==> src/rtl/amp_fault_pkg.sv <==
package amp_fault_pkg;

    typedef enum logic [1:0] {
        DC_IDLE = 2'd0,
        DC_TIME = 2'd1,
        DC_TRIP = 2'd2
    } dc_state_e;

    typedef enum logic {
        SC_CLEAR   = 1'b0,
        SC_LATCHED = 1'b1
    } sc_state_e;

    typedef enum logic {
        TH_OK  = 1'b0,
        TH_HOT = 1'b1
    } th_state_e;

    localparam int ST_DC_L  = 0;
    localparam int ST_DC_R  = 1;
    localparam int ST_SHORT = 2;
    localparam int ST_THERM = 3;
    localparam int ST_W     = 4;

endpackage

==> src/rtl/dc_persist_fsm.sv <==
module dc_persist_fsm
    import amp_fault_pkg::*;
#(
    parameter int DEV_W    = 7,
    parameter int DC_LIMIT = 14,
    parameter int TICK_DIV = 50000,
    parameter int DC_MS    = 420
) (
    input  logic             clk,
    input  logic             rst_n,
    input  logic             run,
    input  logic [DEV_W-1:0] dev,
    input  logic             pol,
    output logic             tripped
);

    localparam int PRE_W = (TICK_DIV > 2) ? $clog2(TICK_DIV) : 1;
    localparam int MS_W  = $clog2(DC_MS + 1);
    localparam logic [PRE_W-1:0] PRE_LAST = PRE_W'(TICK_DIV - 1);
    localparam logic [MS_W-1:0]  MS_FULL  = MS_W'(DC_MS);

    dc_state_e        state_q, state_d;
    logic [PRE_W-1:0] pre_q;
    logic [MS_W-1:0]  ms_q;
    logic             pol_q;
    logic             above;
    logic             flip;

    assign above = run && (dev > DEV_W'(DC_LIMIT));
    assign flip  = (state_q == DC_TIME) && (pol != pol_q);

    always_comb begin
        state_d = state_q;
        unique case (state_q)
            DC_IDLE: if (above) state_d = DC_TIME;
            DC_TIME: begin
                if (!above)                   state_d = DC_IDLE;
                else if (flip)                state_d = DC_TIME;
                else if (ms_q == MS_FULL)     state_d = DC_TRIP;
            end
            DC_TRIP: state_d = DC_TRIP;
            default: state_d = DC_IDLE;
        endcase
    end

    always_ff @(posedge clk or negedge rst_n) begin
        if (!rst_n) state_q <= DC_IDLE;
        else        state_q <= state_d;
    end

    always_ff @(posedge clk or negedge rst_n) begin
        if (!rst_n) begin
            pre_q <= '0;
            ms_q  <= '0;
            pol_q <= 1'b0;
        end else begin
            pol_q <= pol;
            if (!above || state_q == DC_TRIP) begin
                pre_q <= '0;
                ms_q  <= '0;
            end else if (flip) begin
                pre_q <= PRE_W'(1);
                ms_q  <= '0;
            end else if (pre_q == PRE_LAST) begin
                pre_q <= '0;
                if (ms_q != MS_FULL) ms_q <= ms_q + MS_W'(1);
            end else begin
                pre_q <= pre_q + PRE_W'(1);
            end
        end
    end

    assign tripped = (state_q == DC_TRIP);

    a_r5_dc_trip_sticky: assert property (@(posedge clk) disable iff (!rst_n)
        (state_q == DC_TRIP) |=> (state_q == DC_TRIP));

    a_r3_break_no_trip: assert property (@(posedge clk) disable iff (!rst_n)
        (!above && state_q != DC_TRIP) |=> (state_q == DC_IDLE));

    a_r2_trip_needs_full: assert property (@(posedge clk) disable iff (!rst_n)
        (state_q == DC_TIME && ms_q != MS_FULL) |=> (state_q != DC_TRIP));

endmodule

==> src/rtl/short_latch_fsm.sv <==
module short_latch_fsm
    import amp_fault_pkg::*;
(
    input  logic clk,
    input  logic rst_n,
    input  logic shdn_n,
    input  logic short_det,
    output logic latched
);

    sc_state_e state_q, state_d;

    always_comb begin
        state_d = state_q;
        unique case (state_q)
            SC_CLEAR:   if (shdn_n && short_det) state_d = SC_LATCHED;
            SC_LATCHED: if (!shdn_n)             state_d = SC_CLEAR;
            default:                             state_d = SC_CLEAR;
        endcase
    end

    always_ff @(posedge clk or negedge rst_n) begin
        if (!rst_n) state_q <= SC_CLEAR;
        else        state_q <= state_d;
    end

    assign latched = (state_q == SC_LATCHED);

    a_r7_shdn_clears: assert property (@(posedge clk) disable iff (!rst_n)
        !shdn_n |=> !latched);

    a_r6_pulse_sets: assert property (@(posedge clk) disable iff (!rst_n)
        (shdn_n && short_det) |=> latched);

    a_r7_holds_while_run: assert property (@(posedge clk) disable iff (!rst_n)
        (latched && shdn_n) |=> latched);

endmodule

==> src/rtl/thermal_hyst_fsm.sv <==
module thermal_hyst_fsm
    import amp_fault_pkg::*;
#(
    parameter int TEMP_W  = 8,
    parameter int TRIP_C  = 150,
    parameter int HYST_C  = 15
) (
    input  logic              clk,
    input  logic              rst_n,
    input  logic [TEMP_W-1:0] temp,
    output logic              hot
);

    localparam logic [TEMP_W-1:0] TRIP_CODE = TEMP_W'(TRIP_C);
    localparam logic [TEMP_W-1:0] REL_CODE  = TEMP_W'(TRIP_C - HYST_C);

    th_state_e state_q, state_d;

    always_comb begin
        state_d = state_q;
        unique case (state_q)
            TH_OK:  if (temp > TRIP_CODE)  state_d = TH_HOT;
            TH_HOT: if (temp <= REL_CODE)  state_d = TH_OK;
            default:                       state_d = TH_OK;
        endcase
    end

    always_ff @(posedge clk or negedge rst_n) begin
        if (!rst_n) state_q <= TH_OK;
        else        state_q <= state_d;
    end

    assign hot = (state_q == TH_HOT);

    a_r8_hot_holds: assert property (@(posedge clk) disable iff (!rst_n)
        (hot && temp > REL_CODE) |=> hot);

    a_r8_cool_holds: assert property (@(posedge clk) disable iff (!rst_n)
        (!hot && temp <= TRIP_CODE) |=> !hot);

endmodule

==> src/rtl/amp_fault_supervisor.sv <==
module amp_fault_supervisor
    import amp_fault_pkg::*;
#(
    parameter int CLK_HZ   = 50_000_000,
    parameter int TICK_HZ  = 1000,
    parameter int DC_MS    = 420,
    parameter int DC_LIMIT = 14,
    parameter int DEV_W    = 7,
    parameter int TEMP_W   = 8,
    parameter int TRIP_C   = 150,
    parameter int HYST_C   = 15
) (
    input  logic              clk,
    input  logic              por_n,
    input  logic              shdn_n,
    input  logic [DEV_W-1:0]  dev_l,
    input  logic              pol_l,
    input  logic [DEV_W-1:0]  dev_r,
    input  logic              pol_r,
    input  logic              short_det,
    input  logic [TEMP_W-1:0] temp_code,
    output logic              hiz,
    output logic              fault_n,
    output logic [3:0]        status
);

    localparam int TICK_DIV = CLK_HZ / TICK_HZ;
    localparam int N_CH     = 2;

    logic [N_CH-1:0]        dc_trip;
    logic [N_CH-1:0][DEV_W-1:0] ch_dev;
    logic [N_CH-1:0]        ch_pol;
    logic                   sc_lat;
    logic                   th_hot;
    logic [ST_W-1:0]        now_flags;
    logic [ST_W-1:0]        sticky_q;

    assign ch_dev = {dev_r, dev_l};
    assign ch_pol = {pol_r, pol_l};

    for (genvar c = 0; c < N_CH; c++) begin : g_dc
        dc_persist_fsm #(
            .DEV_W   (DEV_W),
            .DC_LIMIT(DC_LIMIT),
            .TICK_DIV(TICK_DIV),
            .DC_MS   (DC_MS)
        ) dc_i (
            .clk    (clk),
            .rst_n  (por_n),
            .run    (shdn_n),
            .dev    (ch_dev[c]),
            .pol    (ch_pol[c]),
            .tripped(dc_trip[c])
        );
    end

    short_latch_fsm sc_i (
        .clk      (clk),
        .rst_n    (por_n),
        .shdn_n   (shdn_n),
        .short_det(short_det),
        .latched  (sc_lat)
    );

    thermal_hyst_fsm #(
        .TEMP_W(TEMP_W),
        .TRIP_C(TRIP_C),
        .HYST_C(HYST_C)
    ) th_i (
        .clk  (clk),
        .rst_n(por_n),
        .temp (temp_code),
        .hot  (th_hot)
    );

    always_comb begin
        now_flags           = '0;
        now_flags[ST_DC_L]  = dc_trip[0];
        now_flags[ST_DC_R]  = dc_trip[1];
        now_flags[ST_SHORT] = sc_lat;
        now_flags[ST_THERM] = th_hot;
    end

    always_ff @(posedge clk or negedge por_n) begin
        if (!por_n) sticky_q <= '0;
        else        sticky_q <= sticky_q | now_flags;
    end

    assign status  = sticky_q | now_flags;
    assign fault_n = !(|dc_trip || sc_lat);
    assign hiz     = !shdn_n || |dc_trip || sc_lat || th_hot;

    a_r4_fault_forces_hiz: assert property (@(posedge clk) disable iff (!por_n)
        !fault_n |-> hiz);

    a_r9_shdn_forces_hiz: assert property (@(posedge clk) disable iff (!por_n)
        !shdn_n |-> hiz);

    a_r10_status_sticky: assert property (@(posedge clk) disable iff (!por_n)
        1'b1 |=> ((status & $past(status)) == $past(status)));

    a_r8_thermal_not_on_fault: assert property (@(posedge clk) disable iff (!por_n)
        (th_hot && !sc_lat && dc_trip == '0) |-> fault_n);

endmodule

==> config.mk <==
export PLATFORM = sky130hd
export DESIGN_NAME = amp_fault_supervisor
export DESIGN_NICKNAME = d
export VERILOG_FILES = /design/src/rtl/amp_fault_pkg.sv /design/src/rtl/dc_persist_fsm.sv /design/src/rtl/short_latch_fsm.sv /design/src/rtl/thermal_hyst_fsm.sv /design/src/rtl/amp_fault_supervisor.sv
export SDC_FILE = /design/constraint.sdc
export NUM_CORES = 1
export LEC_CHECK = 0
export BUFFER_PORTS_ARGS = -buffer_cell sky130_fd_sc_hd__buf_4
export CORE_MARGIN = 2
export CORE_UTILIZATION = 28
export CTS_BUF_LIST = sky130_fd_sc_hd__clkbuf_8
export DETAILED_ROUTE_END_ITERATION = 7
export GPL_TIMING_DRIVEN = 0
export MAX_ROUTING_LAYER = met4
export PLACE_DENSITY_LB_ADDON = 0.15
export SETUP_SLACK_MARGIN = 0.3
export SKIP_CTS_REPAIR_TIMING = 1
export SYNTH_ARGS = -nofsm -noshare
export SYNTH_HDL_FRONTEND = slang
export SYNTH_SLANG_ARGS = --single-unit
==> constraint.sdc <==
create_clock -name clk -period 2.4 [get_ports clk]
set_clock_uncertainty 0.1 [all_clocks]
set_input_delay 0.12 -clock clk [delete_from_list [all_inputs] [get_ports clk]]
set_output_delay 0.12 -clock clk [all_outputs]
set_load 0.02 [all_outputs]
==> impl_metrics.yaml, run 1 <==
outcome:
  status: "finished, final reports clean"
grt:
  grt_pass1_vias: 2657
  grt_pass1_wl_um: 13000
  grt-ovfl-total: 0
  antenna_found_initial: 0
  grt_usage_pct: 13.4
  grt_max_degree: 63
power:
  p_leak_uw: 0.00158
  ir_drop_v: 0.000329
  fin_total_pwr_uw: 2190
  powerDensity_nw_per_um2: 529
synthesis:
  synth.avg_cell_area_um2: 9.76
  syn_inst: 327
  ys_ff_latch: 62
  ys_seq_area_share_pct: 48.6
  synth_fp_nets: 361
  netlist_area_um2: 3190
  synth_cell_type_count: 46
  synth-edff-count: 0
  synth-main-ff-cell: "dfrtp_1"
  yosys_warnings: 0
  async_flop_share_pct: 100
routing:
  antenna_left: 0
  drtIter0Drc: 112
  wl_per_cell_um: 14.2
  route.top_layer_used: "met4"
  wl_met2_um: 3570
  drc: 0
  vias_per_cell: 5.04
  routed_wl_um: 7600
  vias: 2696
  first_pass_iters: 4
  m1WireLength_um: 3680
  route.met3.wl_um: 237
floorplan:
  ios: 34
  start_util_pct: 29.0
  rows: 38
  die_area_um2: 12300
  chipWidth_um: 111
  die_h_um: 111
  coreArea_um2: 11000
worst_setup_path:
  critPathLaunchType: "flop"
  cp.arrival_ns: 2.30
  cpPeakStageDelay_ns: 0.48
  reg2regPathDepth: 8
  r2r-start: "g_dc[0].dc_i.pre_q[0]"
  worst_r2r_endpoint: "g_dc[0].dc_i.pre_q[8]"
  crit_type: "reg2reg"
  slowest_stage: "or4b_4"
  required_ns: 2.59
  cp-startpoint: "g_dc[0].dc_i.pre_q[0]"
  crit_fanout: 6
  worst_setup_path_end_kind: "flop"
  path_cells: "ha_4, and3_4, and4_4, buf_6, or4b_4, buf_8, clkbuf_16, nor2_4"
  r2r_slack_ns: 0.29
timing:
  report.final.slew_viol_count: 0
  rsz0062_at_grt: "true"
  timing.final.crit_share_pct: 87.9
  clock.fmax_mhz: 474
  finalHoldViolCount: 0
  period_needed_ns: 2.11
  tightestPinTransition_ns: 0.970
  finalSetupTns_ns: 0
  layout_setup_ws_ns: 0.292
  max_slew_margin_pct: 34.5
  finalSetupViolations: 0
final_layout:
  fillers: 1097
  drive_above_1_share_pct: 25.1
  final_cell_mix: "dfrtp_1, buf_4, nand3_1"
  area_delta_synth_final_pct: 30.0
  fin_cells: 535
  mostFrequentLayoutCell: "dfrtp_1"
  fin_nets: 424
  diodes: 0
place:
  dp_hpwl_um: 5060
  place_ws_ns: 0.0820
  routabilityCongestion: 0.776
  dp.cells: 500
  portBuffers: 33
clocking:
  clk_pin_slew_ns: 0.08
  insertion_delay_ns: 0.36
  cts_tree: "done"
  clock-sinks: 62
  htreeDepth: 3
  cts_root_buffer: "clkbuf_8"
  cts_buffers: 9
  cts.path.max_buffers: 2
flow_run:
  maxCapViolCount: 0
hold_path:
  hp-class: "in2reg"
  holdPathEnd: "g_dc[1].dc_i.pre_q[0]"
  hold_depth: 3
  hold_start: "shdn_n"
sequential cells by signal (all words and copies together) (netlist names):
register / flops
g_dc.dc_i.pre_q: 32
g_dc.dc_i.ms_q: 18
g_dc.dc_i.state_q: 4
sticky_q: 4
g_dc.dc_i.pol_q: 2
sc_i.latched: 1
th_i.hot: 1
power breakdown:
part | total, uW | switching [uW] | internal (uW)
logic | 189 | 95.5 | 93.1
registers | 1070 | 14.7 | 1060
clock network | 932 | 452 | 480
total | 2190 | 563 | 1630
per-stage QoR:
step	area (um^2)	hold slack (ns)	util, %
after CTS	3820	-0.245	34.8
final	4150	0.0413	37.8
after global routing	4150	0.0535	37.8
after detailed placement	3620	0.148	32.9
after global placement	3620	0.147	32.9
after floorplan	3200	-0.276	-
logic make-up (layout without fill, tap and decap cells):
logic type / Yosys count / in the layout / synth area share, %
and+or+nand+nor: 154 / 154 / 27.7
DFF: 62 / 62 / 48.6
AOI/OAI and AO/OA: 57 / 57 / 11.1
xor gates and xnor gates: 26 / 26 / 7.14
buffers and inverters: 22 / 90 / 3.14
adders and majority gates: 6 / 6 / 2.35
cell type report:
| cell class | count | area (um^2) | area share, % |
|---|---|---|---|
| Multi-Input combinational cell | 243 | 1680 | 40.4 |
| Timing Repair Buffer | 52 | 425 | 10.3 |
| Sequential cell | 62 | 1550 | 37.4 |
| Buffer | 9 | 72.6 | 1.75 |
| Inverter | 13 | 48.8 | 1.18 |
| Clock buffer | 9 | 124 | 2.99 |
| Tap cell | 140 | 175 | 4.22 |
| Clock inverter | 7 | 75.1 | 1.81 |
worst max path at each step:
stage | slack, ns | depth (start not counted) | endpoint
after floorplan | 0.30 | 8 | g_dc[0].dc_i.pre_q[14]
after global placement | 0.08 | 5 | g_dc[1].dc_i.pre_q[14]
after detailed placement | 0.08 | 7 | g_dc[1].dc_i.pre_q[14]
after CTS | 0.06 | 7 | g_dc[1].dc_i.pre_q[14]
after global routing | 0.25 | 8 | g_dc[0].dc_i.pre_q[8]
final | 0.29 | 8 | g_dc[0].dc_i.pre_q[8]
metal layers:
metal	GRT usage [%]	vias up
met2	20.0	33
met3	3.50	10
li1	-	1335
met5	-	-
met1	17.4	1318
met4	5.17	0
cell usage after synthesis, types with 6 or more instances:
cell type  count  area [um^2]
o31ai_1       11         82.6
nor4_1         8         50.1
or4_1         11         82.6
nand4_1       10         62.6
xnor2_1       20          175
ha_1           6         75.1
dfrtp_1       62         1550
a21oi_1       24          120
nand2_1       15         56.3
o21ai_0       10         50.1
or3_1          8         50.1
nor2_1        32          120
inv_1         13         48.8
xor2_1         6         52.6
nor3_1        10         50.1
nand3_1       24          120
critical path, delay by kind of cell, from the launching register on:
family / cells / cell delay [ns]
simple gates: 4 / 0.89
buf+inv: 3 / 0.43
flops: 1 / 0.43
fa+ha+maj: 1 / 0.19
(Power assumes the default switching activity.)
==> inputs of run 2 (changes only) <==
--- a/config.mk
+++ b/config.mk
@@ -6,6 +6,8 @@
 export NUM_CORES = 1
 export LEC_CHECK = 0
 export BUFFER_PORTS_ARGS = -buffer_cell sky130_fd_sc_hd__buf_4
+export CELL_PAD_IN_SITES_DETAIL_PLACEMENT = 1
+export CELL_PAD_IN_SITES_GLOBAL_PLACEMENT = 2
 export CORE_MARGIN = 2
 export CORE_UTILIZATION = 28
 export CTS_BUF_LIST = sky130_fd_sc_hd__clkbuf_8
==> impl_metrics.yaml, run 2 (synthesis gave the netlist of run 1 again) <==
power:
  swShare_pct: 24.3
  intPower_uw: 1590
  p_switching_uw: 510
  p_seq_share_pct: 51.0
  p_leak_uw: 0.00158
  power_frac_comb_pct: 8.7
  ir_drop_v: 0.000288
  fin_total_pwr_uw: 2100
  pwr-share-clk_pct: 40.2
  powerDensity_nw_per_um2: 508
floorplan:
  chipWidth_um: 111
  rows: 38
  die_area_um2: 12300
  start_util_pct: 29.0
  ios: 34
  coreArea_um2: 11000
  die_h_um: 111
final_layout:
  mostFrequentLayoutCell: "dfrtp_1"
  fillers: 1249
  area_delta_synth_final_pct: 29.5
  fin_util_pct: 37.6
  final_cell_mix: "dfrtp_1, buf_4, a21oi_1"
  fin_nets: 424
  top_register: "g_dc.dc_i.pre_q"
  drive_above_1_share_pct: 24.4
  multi_input_area_um2: 1680
  largest_register_ffs: 32
  reg_top3: "g_dc.dc_i.pre_q (32), g_dc.dc_i.ms_q (18)"
  regArea_um2: 1550
  diodes: 0
routing:
  routed_wl_um: 8440
  wl_per_cell_um: 15.8
  first_pass_iters: 4
  vias_per_cell: 5.08
  vias: 2707
  drtIter0Drc: 70
  antenna_left: 0
  drc: 0
worst_setup_path:
  worst_r2r_endpoint: "g_dc[0].dc_i.pre_q[7]"
  cp.arrival_ns: 2.29
  required_ns: 2.58
  worst_setup_path_end_kind: "flop"
  reg2regPathDepth: 8
  critPathLaunchType: "flop"
  crit_type: "reg2reg"
  crit_fanout: 6
  cp-startpoint: "g_dc[0].dc_i.pre_q[1]"
  r2r_slack_ns: 0.29
  r2r-start: "g_dc[0].dc_i.pre_q[1]"
timing:
  finalHoldViolCount: 0
  finalSetupViolations: 0
  report.final.slew_viol_count: 0
  timing.final.crit_share_pct: 87.8
  period_needed_ns: 2.11
  rsz0062_at_grt: "true"
  tightestPinTransition_ns: 1.02
  clock.fmax_mhz: 475
  finalSetupTns_ns: 0
  max_slew_margin_pct: 31.1
flow_run:
  maxCapViolCount: 0
clocking:
  clk_pin_slew_ns: 0.06
  insertion_delay_ns: 0.35
  clock-sinks: 62
  cts_buffers: 9
  cts.path.max_buffers: 2
  cts_tree: "done"
  cts_root_buffer: "clkbuf_8"
  htreeDepth: 3
hold_path:
  hold_depth: 3
  hold_start: "shdn_n"
  hp-class: "in2reg"
  holdPathEnd: "g_dc[0].dc_i.pre_q[0]"
grt:
  busiest_layer: "met2"
  grt_util_met1_pct: 17.6
  grt_usage_pct: 14.5
  grt_pass1_wl_um: 14100
  use_met2_pct: 24.0
  grt_pass1_vias: 2790
  grt-ovfl-total: 0
  globalRouteMet3Util_pct: 3.61
  antenna_found_initial: 0
  grt_max_degree: 63
outcome:
  status: "finished, final reports clean"
place:
  routabilityCongestion: 0.737
  dp_hpwl_um: 5790
  portBuffers: 33
[run 2: layer usage]
metal | vias to the layer above | share of wire [%] | routed length [um]
met5 | - | 0 | 0
met3 | 10 | 2.4 | 200
li1 | 1330 | - | -
met2 | 23 | 50 | 4190
met4 | 0 | 1.2 | 102
met1 | 1344 | 47 | 3950
[run 2: how the worst max path moves through the flow]
| stage | to | slack [ns] | depth (start not counted) |
|---|---|---|---|
| finish | g_dc[0].dc_i.pre_q[7] | 0.29 | 8 |
| detailed placement | g_dc[1].dc_i.pre_q[11] | -0.04 | 6 |
| floorplan | g_dc[0].dc_i.pre_q[14] | 0.30 | 8 |
| CTS | g_dc[1].dc_i.pre_q[10] | 0.03 | 7 |
| global placement | g_dc[1].dc_i.pre_q[7] | -0.03 | 6 |
| global route | g_dc[0].dc_i.pre_q[11] | 0.23 | 8 |
[run 2: power groups by stage]
stage / Combinational (uW) / Clock (uW) / Sequential, uW
after global routing: 206 / 934 / 1070
final: 184 / 846 / 1070
after detailed placement: 144 / 0 / 1090
after floorplan: 60.9 / 0 / 1090
after CTS: 145 / 895 / 1070
after global placement: 143 / 0 / 1090
[run 2: worst max-delay path, cell delays in order, from the launching register on]
cell       delay, ns
dfrtp_1         0.40
ha_2            0.21
and3_4          0.20
and4_4          0.14
buf_6           0.12
or4b_4          0.48
buf_8           0.15
clkbuf_16       0.15
nor2_2          0.09
[run 2: per-stage QoR]
stage                     setup WS [ns]  hold slack [ns]  cell area (um^2)  instances
final                             0.293           0.0174              4130        533
after global routing              0.234           0.0101              4130        533
after CTS                        0.0335           -0.222              3790        514
after detailed placement        -0.0394            0.148              3620        500
after global placement          -0.0275            0.145              3620        500
after floorplan                   0.304           -0.276              3200        327
[run 2: cell type report]
class,instances,share of cell area (%)
flip-flops and latches,62,37.5
inverters,13,1.18
clock inverters,2,0.212
plain buffers,9,1.91
well taps,140,4.24
clock buffers,12,4.00
multi-input cells,243,40.6
repair buffers,52,10.3
